==> config.mk <==
export PLATFORM = sky130hd
export DESIGN_NAME = pt_walker
export DESIGN_NICKNAME = d
export VERILOG_FILES = /design/src/rtl/walk_pkg.sv /design/src/rtl/walk_addr.sv /design/src/rtl/leaf_check.sv /design/src/rtl/walk_ctrl.sv /design/src/rtl/pt_walker.sv
export SDC_FILE = /design/constraint.sdc
export NUM_CORES = 1
export LEC_CHECK = 0
export BUFFER_PORTS_ARGS = -buffer_cell sky130_fd_sc_hd__buf_4
export CORE_ASPECT_RATIO = 2
export CORE_MARGIN = 10
export CORE_UTILIZATION = 40
export CTS_CLUSTER_DIAMETER = 120
export DETAILED_ROUTE_END_ITERATION = 6
export GPL_TIMING_DRIVEN = 1
export MAX_ROUTING_LAYER = met4
export PLACE_DENSITY_LB_ADDON = 0.12
export REMOVE_ABC_BUFFERS = 1
export SKIP_LAST_GASP = 1
export SLEW_MARGIN = 5
export SYNTH_ARGS = -nofsm -noshare
export SYNTH_HDL_FRONTEND = slang
export SYNTH_SLANG_ARGS = --single-unit
==> constraint.sdc <==
create_clock -name clk_i -period 7 [get_ports clk_i]
set_clock_uncertainty 0.2 [all_clocks]
set_input_delay 0.35 -clock clk_i [delete_from_list [all_inputs] [get_ports clk_i]]
set_output_delay 0.35 -clock clk_i [all_outputs]
set_load 0.05 [all_outputs]
==> src/rtl/walk_pkg.sv <==
package walk_pkg;
  typedef enum logic [1:0] {
    RSP_OK     = 2'd0,
    RSP_PFAULT = 2'd1,
    RSP_BUSERR = 2'd2
  } rsp_kind_e;

  typedef enum logic [1:0] {
    ST_IDLE,
    ST_DIR,
    ST_LEAF,
    ST_DONE
  } walk_st_e;

  // leaf entry bit positions
  localparam int VLD_BIT = 0;
  localparam int RD_BIT  = 1;
  localparam int WR_BIT  = 2;
  localparam int OVR_BIT = 3;
  localparam int ATTR_LO = 4;
  localparam int ATTR_HI = 8;
  localparam int FLAG_LO = 1;
  localparam int FLAG_HI = 8;
  localparam int FLAG_W  = FLAG_HI - FLAG_LO + 1;
  localparam int ATTR_W  = ATTR_HI - ATTR_LO + 1;
  localparam int ENT_SH  = 2;  // 4-byte entries
endpackage

==> src/rtl/walk_addr.sv <==
module walk_addr
  import walk_pkg::*;
#(
  parameter int VA_W  = 32,
  parameter int DIR_W = 10,
  parameter int TBL_W = 10,
  parameter int OFF_W = 12
) (
  input  logic [VA_W-1:0]       base_i,
  input  logic [VA_W-OFF_W-1:0] vpn_i,
  input  logic [VA_W-OFF_W-1:0] tbl_base_i,
  input  logic                  leaf_i,
  output logic [VA_W-1:0]       addr_o
);
  localparam int PFN_W = VA_W - OFF_W;

  logic [DIR_W-1:0] dir_idx;
  logic [TBL_W-1:0] tbl_idx;
  logic [VA_W-1:0]  dir_addr, leaf_addr;

  assign dir_idx = vpn_i[PFN_W-1 -: DIR_W];
  assign tbl_idx = vpn_i[TBL_W-1:0];

  assign dir_addr  = base_i + ({{(VA_W-DIR_W){1'b0}}, dir_idx} << ENT_SH);
  assign leaf_addr = {tbl_base_i, {OFF_W{1'b0}}}
                   + ({{(VA_W-TBL_W){1'b0}}, tbl_idx} << ENT_SH);
  assign addr_o    = leaf_i ? leaf_addr : dir_addr;
endmodule

==> src/rtl/leaf_check.sv <==
module leaf_check
  import walk_pkg::*;
(
  input  logic [ATTR_HI:0]   entry_i,
  input  logic               write_i,
  output logic               grant_o,
  output logic [FLAG_W-1:0]  flags_o,
  output logic               ovr_o,
  output logic [ATTR_W-1:0]  attr_o
);
  logic perm;

  assign perm    = write_i ? entry_i[WR_BIT] : entry_i[RD_BIT];
  assign grant_o = entry_i[VLD_BIT] & perm;
  assign flags_o = entry_i[FLAG_HI:FLAG_LO];
  assign ovr_o   = entry_i[OVR_BIT];

  // attributes only pass through when the override bit is set
  for (genvar g = 0; g < ATTR_W; g++) begin : g_attr
    assign attr_o[g] = entry_i[ATTR_LO+g] & entry_i[OVR_BIT];
  end
endmodule

==> src/rtl/walk_ctrl.sv <==
module walk_ctrl
  import walk_pkg::*;
#(
  parameter int VA_W  = 32,
  parameter int OFF_W = 12
) (
  input  logic                  clk_i,
  input  logic                  rst_ni,
  input  logic                  req_valid_i,
  input  logic [VA_W-1:0]       req_va_i,
  input  logic                  req_write_i,
  input  logic [VA_W-1:0]       base_i,
  output logic                  req_ready_o,
  input  logic                  mem_rvalid_i,
  input  logic                  mem_err_i,
  input  logic                  ent_vld_i,
  input  logic [VA_W-OFF_W-1:0] ent_base_i,
  input  logic                  leaf_grant_i,
  input  logic [FLAG_W-1:0]     leaf_flags_i,
  input  logic                  leaf_ovr_i,
  input  logic [ATTR_W-1:0]     leaf_attr_i,
  output logic                  mem_req_o,
  output logic                  in_leaf_o,
  output logic [VA_W-1:0]       base_o,
  output logic [VA_W-OFF_W-1:0] tbl_base_o,
  input  logic                  rsp_ready_i,
  output logic                  rsp_valid_o,
  output logic [1:0]            rsp_kind_o,
  output logic [VA_W-1:0]       rsp_pa_o,
  output logic [FLAG_W-1:0]     rsp_flags_o,
  output logic                  rsp_attr_ovr_o,
  output logic [ATTR_W-1:0]     rsp_attr_o,
  output logic [VA_W-1:0]       rsp_va_o,
  output logic                  rsp_write_o
);
  localparam int PFN_W = VA_W - OFF_W;

  walk_st_e         st_q;
  rsp_kind_e        kind_q;
  logic [VA_W-1:0]  va_q, base_q, pa_q;
  logic             wr_q, ovr_q;
  logic [PFN_W-1:0] tbl_q;
  logic [FLAG_W-1:0] flags_q;
  logic [ATTR_W-1:0] attr_q;

  always_ff @(posedge clk_i or negedge rst_ni) begin
    if (!rst_ni) begin
      st_q    <= ST_IDLE;
      kind_q  <= RSP_OK;
      va_q    <= '0;
      base_q  <= '0;
      pa_q    <= '0;
      wr_q    <= 1'b0;
      ovr_q   <= 1'b0;
      tbl_q   <= '0;
      flags_q <= '0;
      attr_q  <= '0;
    end else begin
      unique case (st_q)
        ST_IDLE: if (req_valid_i) begin
          va_q    <= req_va_i;
          wr_q    <= req_write_i;
          base_q  <= base_i;
          kind_q  <= RSP_OK;
          pa_q    <= '0;
          flags_q <= '0;
          ovr_q   <= 1'b0;
          attr_q  <= '0;
          st_q    <= ST_DIR;
        end
        ST_DIR: if (mem_rvalid_i) begin
          if (mem_err_i) begin
            kind_q <= RSP_BUSERR;
            st_q   <= ST_DONE;
          end else if (!ent_vld_i) begin
            kind_q <= RSP_PFAULT;
            st_q   <= ST_DONE;
          end else begin
            tbl_q <= ent_base_i;
            st_q  <= ST_LEAF;
          end
        end
        ST_LEAF: if (mem_rvalid_i) begin
          st_q <= ST_DONE;
          if (mem_err_i) begin
            kind_q <= RSP_BUSERR;
          end else if (!leaf_grant_i) begin
            kind_q <= RSP_PFAULT;
          end else begin
            kind_q  <= RSP_OK;
            pa_q    <= {ent_base_i, va_q[OFF_W-1:0]};
            flags_q <= leaf_flags_i;
            ovr_q   <= leaf_ovr_i;
            attr_q  <= leaf_attr_i;
          end
        end
        ST_DONE: if (rsp_ready_i) st_q <= ST_IDLE;
        default: st_q <= ST_IDLE;
      endcase
    end
  end

  assign req_ready_o    = (st_q == ST_IDLE);
  assign mem_req_o      = (st_q == ST_DIR) || (st_q == ST_LEAF);
  assign in_leaf_o      = (st_q == ST_LEAF);
  assign base_o         = base_q;
  assign tbl_base_o     = tbl_q;
  assign rsp_valid_o    = (st_q == ST_DONE);
  assign rsp_kind_o     = kind_q;
  assign rsp_pa_o       = pa_q;
  assign rsp_flags_o    = flags_q;
  assign rsp_attr_ovr_o = ovr_q;
  assign rsp_attr_o     = attr_q;
  assign rsp_va_o       = va_q;
  assign rsp_write_o    = wr_q;
endmodule

==> src/rtl/pt_walker.sv <==
module pt_walker
  import walk_pkg::*;
#(
  parameter int VA_W  = 32,
  parameter int DIR_W = 10,
  parameter int TBL_W = 10,
  parameter int OFF_W = 12
) (
  input  logic              clk_i,
  input  logic              rst_ni,
  input  logic [VA_W-1:0]   base_i,
  input  logic              req_valid_i,
  output logic              req_ready_o,
  input  logic [VA_W-1:0]   req_va_i,
  input  logic              req_write_i,
  output logic              mem_req_o,
  output logic [VA_W-1:0]   mem_addr_o,
  input  logic              mem_rvalid_i,
  input  logic [VA_W-1:0]   mem_rdata_i,
  input  logic              mem_err_i,
  output logic              rsp_valid_o,
  input  logic              rsp_ready_i,
  output logic [1:0]        rsp_kind_o,
  output logic [VA_W-1:0]   rsp_pa_o,
  output logic [FLAG_W-1:0] rsp_flags_o,
  output logic              rsp_attr_ovr_o,
  output logic [ATTR_W-1:0] rsp_attr_o,
  output logic [VA_W-1:0]   rsp_va_o,
  output logic              rsp_write_o
);
  localparam int PFN_W = VA_W - OFF_W;

  logic              in_leaf, grant, l_ovr;
  logic [VA_W-1:0]   base_q;
  logic [PFN_W-1:0]  tbl_base;
  logic [FLAG_W-1:0] l_flags;
  logic [ATTR_W-1:0] l_attr;

  walk_ctrl #(.VA_W(VA_W), .OFF_W(OFF_W)) u_ctrl (
    .clk_i          (clk_i),
    .rst_ni         (rst_ni),
    .req_valid_i    (req_valid_i),
    .req_va_i       (req_va_i),
    .req_write_i    (req_write_i),
    .base_i         (base_i),
    .req_ready_o    (req_ready_o),
    .mem_rvalid_i   (mem_rvalid_i),
    .mem_err_i      (mem_err_i),
    .ent_vld_i      (mem_rdata_i[VLD_BIT]),
    .ent_base_i     (mem_rdata_i[VA_W-1:OFF_W]),
    .leaf_grant_i   (grant),
    .leaf_flags_i   (l_flags),
    .leaf_ovr_i     (l_ovr),
    .leaf_attr_i    (l_attr),
    .mem_req_o      (mem_req_o),
    .in_leaf_o      (in_leaf),
    .base_o         (base_q),
    .tbl_base_o     (tbl_base),
    .rsp_ready_i    (rsp_ready_i),
    .rsp_valid_o    (rsp_valid_o),
    .rsp_kind_o     (rsp_kind_o),
    .rsp_pa_o       (rsp_pa_o),
    .rsp_flags_o    (rsp_flags_o),
    .rsp_attr_ovr_o (rsp_attr_ovr_o),
    .rsp_attr_o     (rsp_attr_o),
    .rsp_va_o       (rsp_va_o),
    .rsp_write_o    (rsp_write_o)
  );

  walk_addr #(.VA_W(VA_W), .DIR_W(DIR_W), .TBL_W(TBL_W), .OFF_W(OFF_W)) u_addr (
    .base_i     (base_q),
    .vpn_i      (rsp_va_o[VA_W-1:OFF_W]),
    .tbl_base_i (tbl_base),
    .leaf_i     (in_leaf),
    .addr_o     (mem_addr_o)
  );

  leaf_check u_leaf (
    .entry_i (mem_rdata_i[ATTR_HI:0]),
    .write_i (rsp_write_o),
    .grant_o (grant),
    .flags_o (l_flags),
    .ovr_o   (l_ovr),
    .attr_o  (l_attr)
  );
endmodule

==> reports/results.txt <==
overall routing resource usage: 19.0%
die span in y: 203 µm
Post-DP HPWL: 15000 µm
IO Port Bufs: 215
max_slew headroom: 24.6%
Post-CTS Setup Inserts: 0
most numerous cell in the Yosys netlist: dfrtp_1
final setup violation count: 0
Placed Area: 8410 µm²
Synth Flop Type: dfrtp_1
CTS tree: done
FMAX: 0.276 GHz
Pre-Repair DR Iteration Count: 4
crit path max fanout: 10
CTS Hold Bufs: 91
M1 wire length: 8030 µm
Period Utilization, post-route: 51.9%
worst skew pair latency: 0.42 ns
DR vias: 6059
Post-DRT Antenna Nets: 0
cell area after synthesis: 6680 µm²
synthesized flop and latch total: 134
Residual DRC: 0
gpl congestion: 0.882
largest net degree at the start of global routing: 76
post-route cell area: 9900 µm²
Worst-Margin Slew: 1.12 ns
critical path startpoint: u_ctrl.rsp_va_o[30]$_DFFE_PN0P_
Fin. Hold Viols: 0
Slew Limit Fails: 0
DRT iter0 DRCs: 226
routed wire length on met3: 1120 µm
status: complete, no violations
CTS sink count: 134
Setup Total Neg Slack: 0 ns
Post-synth top cells: dfrtp_1 (134), nand2_1 (106), mux2_2 (89)
sequential-to-total area share from yosys stat: 50.2%
vias in the first global route: 6552
asr flop ratio synth: 100%
Syn Inst Count: 642
nets: 1051
minimum clock period: 3.63 ns
met2 WL: 11600 µm
Setup crit end kind: output port
Post-synth EDFFs: 0
CTS root buffer: clkbuf_16
reg2reg start: u_ctrl.st_q[0]$_DFFE_PN0P_
largest cells by area after synthesis: dfrtp_1 (50%), mux2_2 (15%), nand2_1 (6.0%), o21ai_0 (5.4%), ha_1 (2.6%)
H-tree depth reported by CTS: 4
syn_area_per_cell: 10.4 µm²
worst hold path startpoint: mem_rdata_i[6]
io pins: 219
Synth-to-Final Area Change: 48.3%
Arr. time, crit path: 3.08 ns
CP Class: reg -> out
Clock transition at path regs: 0.06 ns
DRT Wirelength: 21200 µm
Unique masters post-synth: 58
max-cap viol count: 0
global route overflow: 0
class of the worst hold path: in -> reg
Avg Vias per Cell: 5.27
die area: 22600 µm²
WL per Instance: 18.4 µm
Worst EP required: 6.45 ns
Inserted Clock Buffers: 17
cell accounting for the most synthesized area: dfrtp_1
top-area cell type share of the netlist area: 50.2%
# resized after CTS: 0
Core Box Area: 16400 µm²
Starting Density: 40.8%
first-pass GRT wire length: 34000 µm
Top Layer Used: met4
ratio of cells with drive above 1 in the final layout: 37.0%
clk buf depth: 2
Die Span X: 111 µm
FP Rows: 66
nature of the critical path startpoint: register
antenna violations before repair: 0
Yosys warning count: 0
Inserted Diodes: 0
RSZ-0062 raised after global routing: no
## final timing paths
| kind | end | slack, ns | cells after the start |
|---|---|---|---|
| setup / recovery | mem_addr_o[15] | 3.37 | 7 |
| hold / removal | u_ctrl.rsp_flags_o[5]$_DFFE_PN0P_ | 0.02 | 3 |
| setup reg to reg | u_ctrl.rsp_attr_o[3]$_DFFE_PN0P_ | 3.51 | 7 |
| hold reg to reg | u_ctrl.rsp_pa_o[5]$_DFFE_PN0P_ | 0.28 | 2 |
| max in group asynchronous | u_ctrl.rsp_pa_o[27]$_DFFE_PN0P_ | 4.95 | 3 |
| min in group asynchronous | u_ctrl.rsp_pa_o[15]$_DFFE_PN0P_ | 0.26 | 2 |
## cells by family (layout without fill, tap and decap cells)
group	Yosys count	in the layout	synth area share, %
AND/OR/NAND/NOR	215	215	15.4
adder cells (fa/ha/maj)	15	15	2.92
flip-flops	134	134	50.2
buffers and inverters	48	351	3.37
AO/OA/AOI/OAI	134	134	12.2
multiplexers	89	89	15.0
XOR/XNOR	7	7	0.918
## state kept, by name, indices dropped and copies added, names as in the netlist
register and flops:
u_ctrl.rsp_pa_o 32, u_ctrl.rsp_attr_ovr_o 1, u_ctrl.rsp_write_o 1, u_ctrl.rsp_va_o 32, u_ctrl.rsp_flags_o 7, u_ctrl.st_q 2, u_ctrl.base_o 32, u_ctrl.rsp_attr_o 5
u_ctrl.tbl_base_o 20, u_ctrl.rsp_kind_o 2
## stage by stage
stage          hold WS (ns)  setup WS [ns]  std cells  util [%]
6_report             0.0167           3.37       1149      60.6
5_1_grt              0.0211           3.15       1149      60.6
4_1_cts             0.00100           3.35       1149      60.6
3_5_place_dp          0.164           3.49       1027      51.4
3_3_place_gp          0.150           3.67       1027      51.4
2_1_floorplan        -0.146           1.67        605         -
## cell type report
type,count,area [µm²]
Inverter,11,41.3
Timing Repair Buffer,309,2550
Clock inverter,12,129
Tap cell,204,255
Multi-Input combinational cell,460,3120
Sequential cell,134,3350
Clock buffer,19,453
Fill cell,1382,6450
## cells in the final DEF (no fill, tap or decap), types with 4 or more instances in the layout
cell	netlist	layout
buf_4	2	217
dfrtp_1	134	134
nand2_1	106	105
dlygate4sd3_1	0	91
mux2_2	89	89
o21ai_0	72	71
nand3_1	34	34
clkbuf_16	0	17
nor2_1	16	16
a21oi_1	15	15
ha_1	14	13
nor2b_1	12	12
inv_1	11	11
nand4_1	9	9
nor4_1	8	8
o31ai_1	8	8
a31oi_1	8	8
and3_1	7	7
a22o_1	6	6
or4_1	6	6
xnor2_1	4	4
clkinv_2	0	4
## routing by layer
layer,vias to the layer above,global-route usage (%)
li1,2879,-
met1,2945,19.2
met2,207,34.0
met3,28,4.84
met4,0,7.56
met5,-,-
## critical path, cell delays in order, from the launching register on
cell	delay, ns
dfrtp_1	0.40
ha_1	0.38
a21oi_1	0.23
o21ai_0	0.20
a21oi_2	0.53
nand2_1	0.11
o311ai_0	0.51
buf_4	0.30
Power is left out: the tool's default activity adds up to more than one toggle a clock period on the data nets, which glitch-free logic cannot reach.
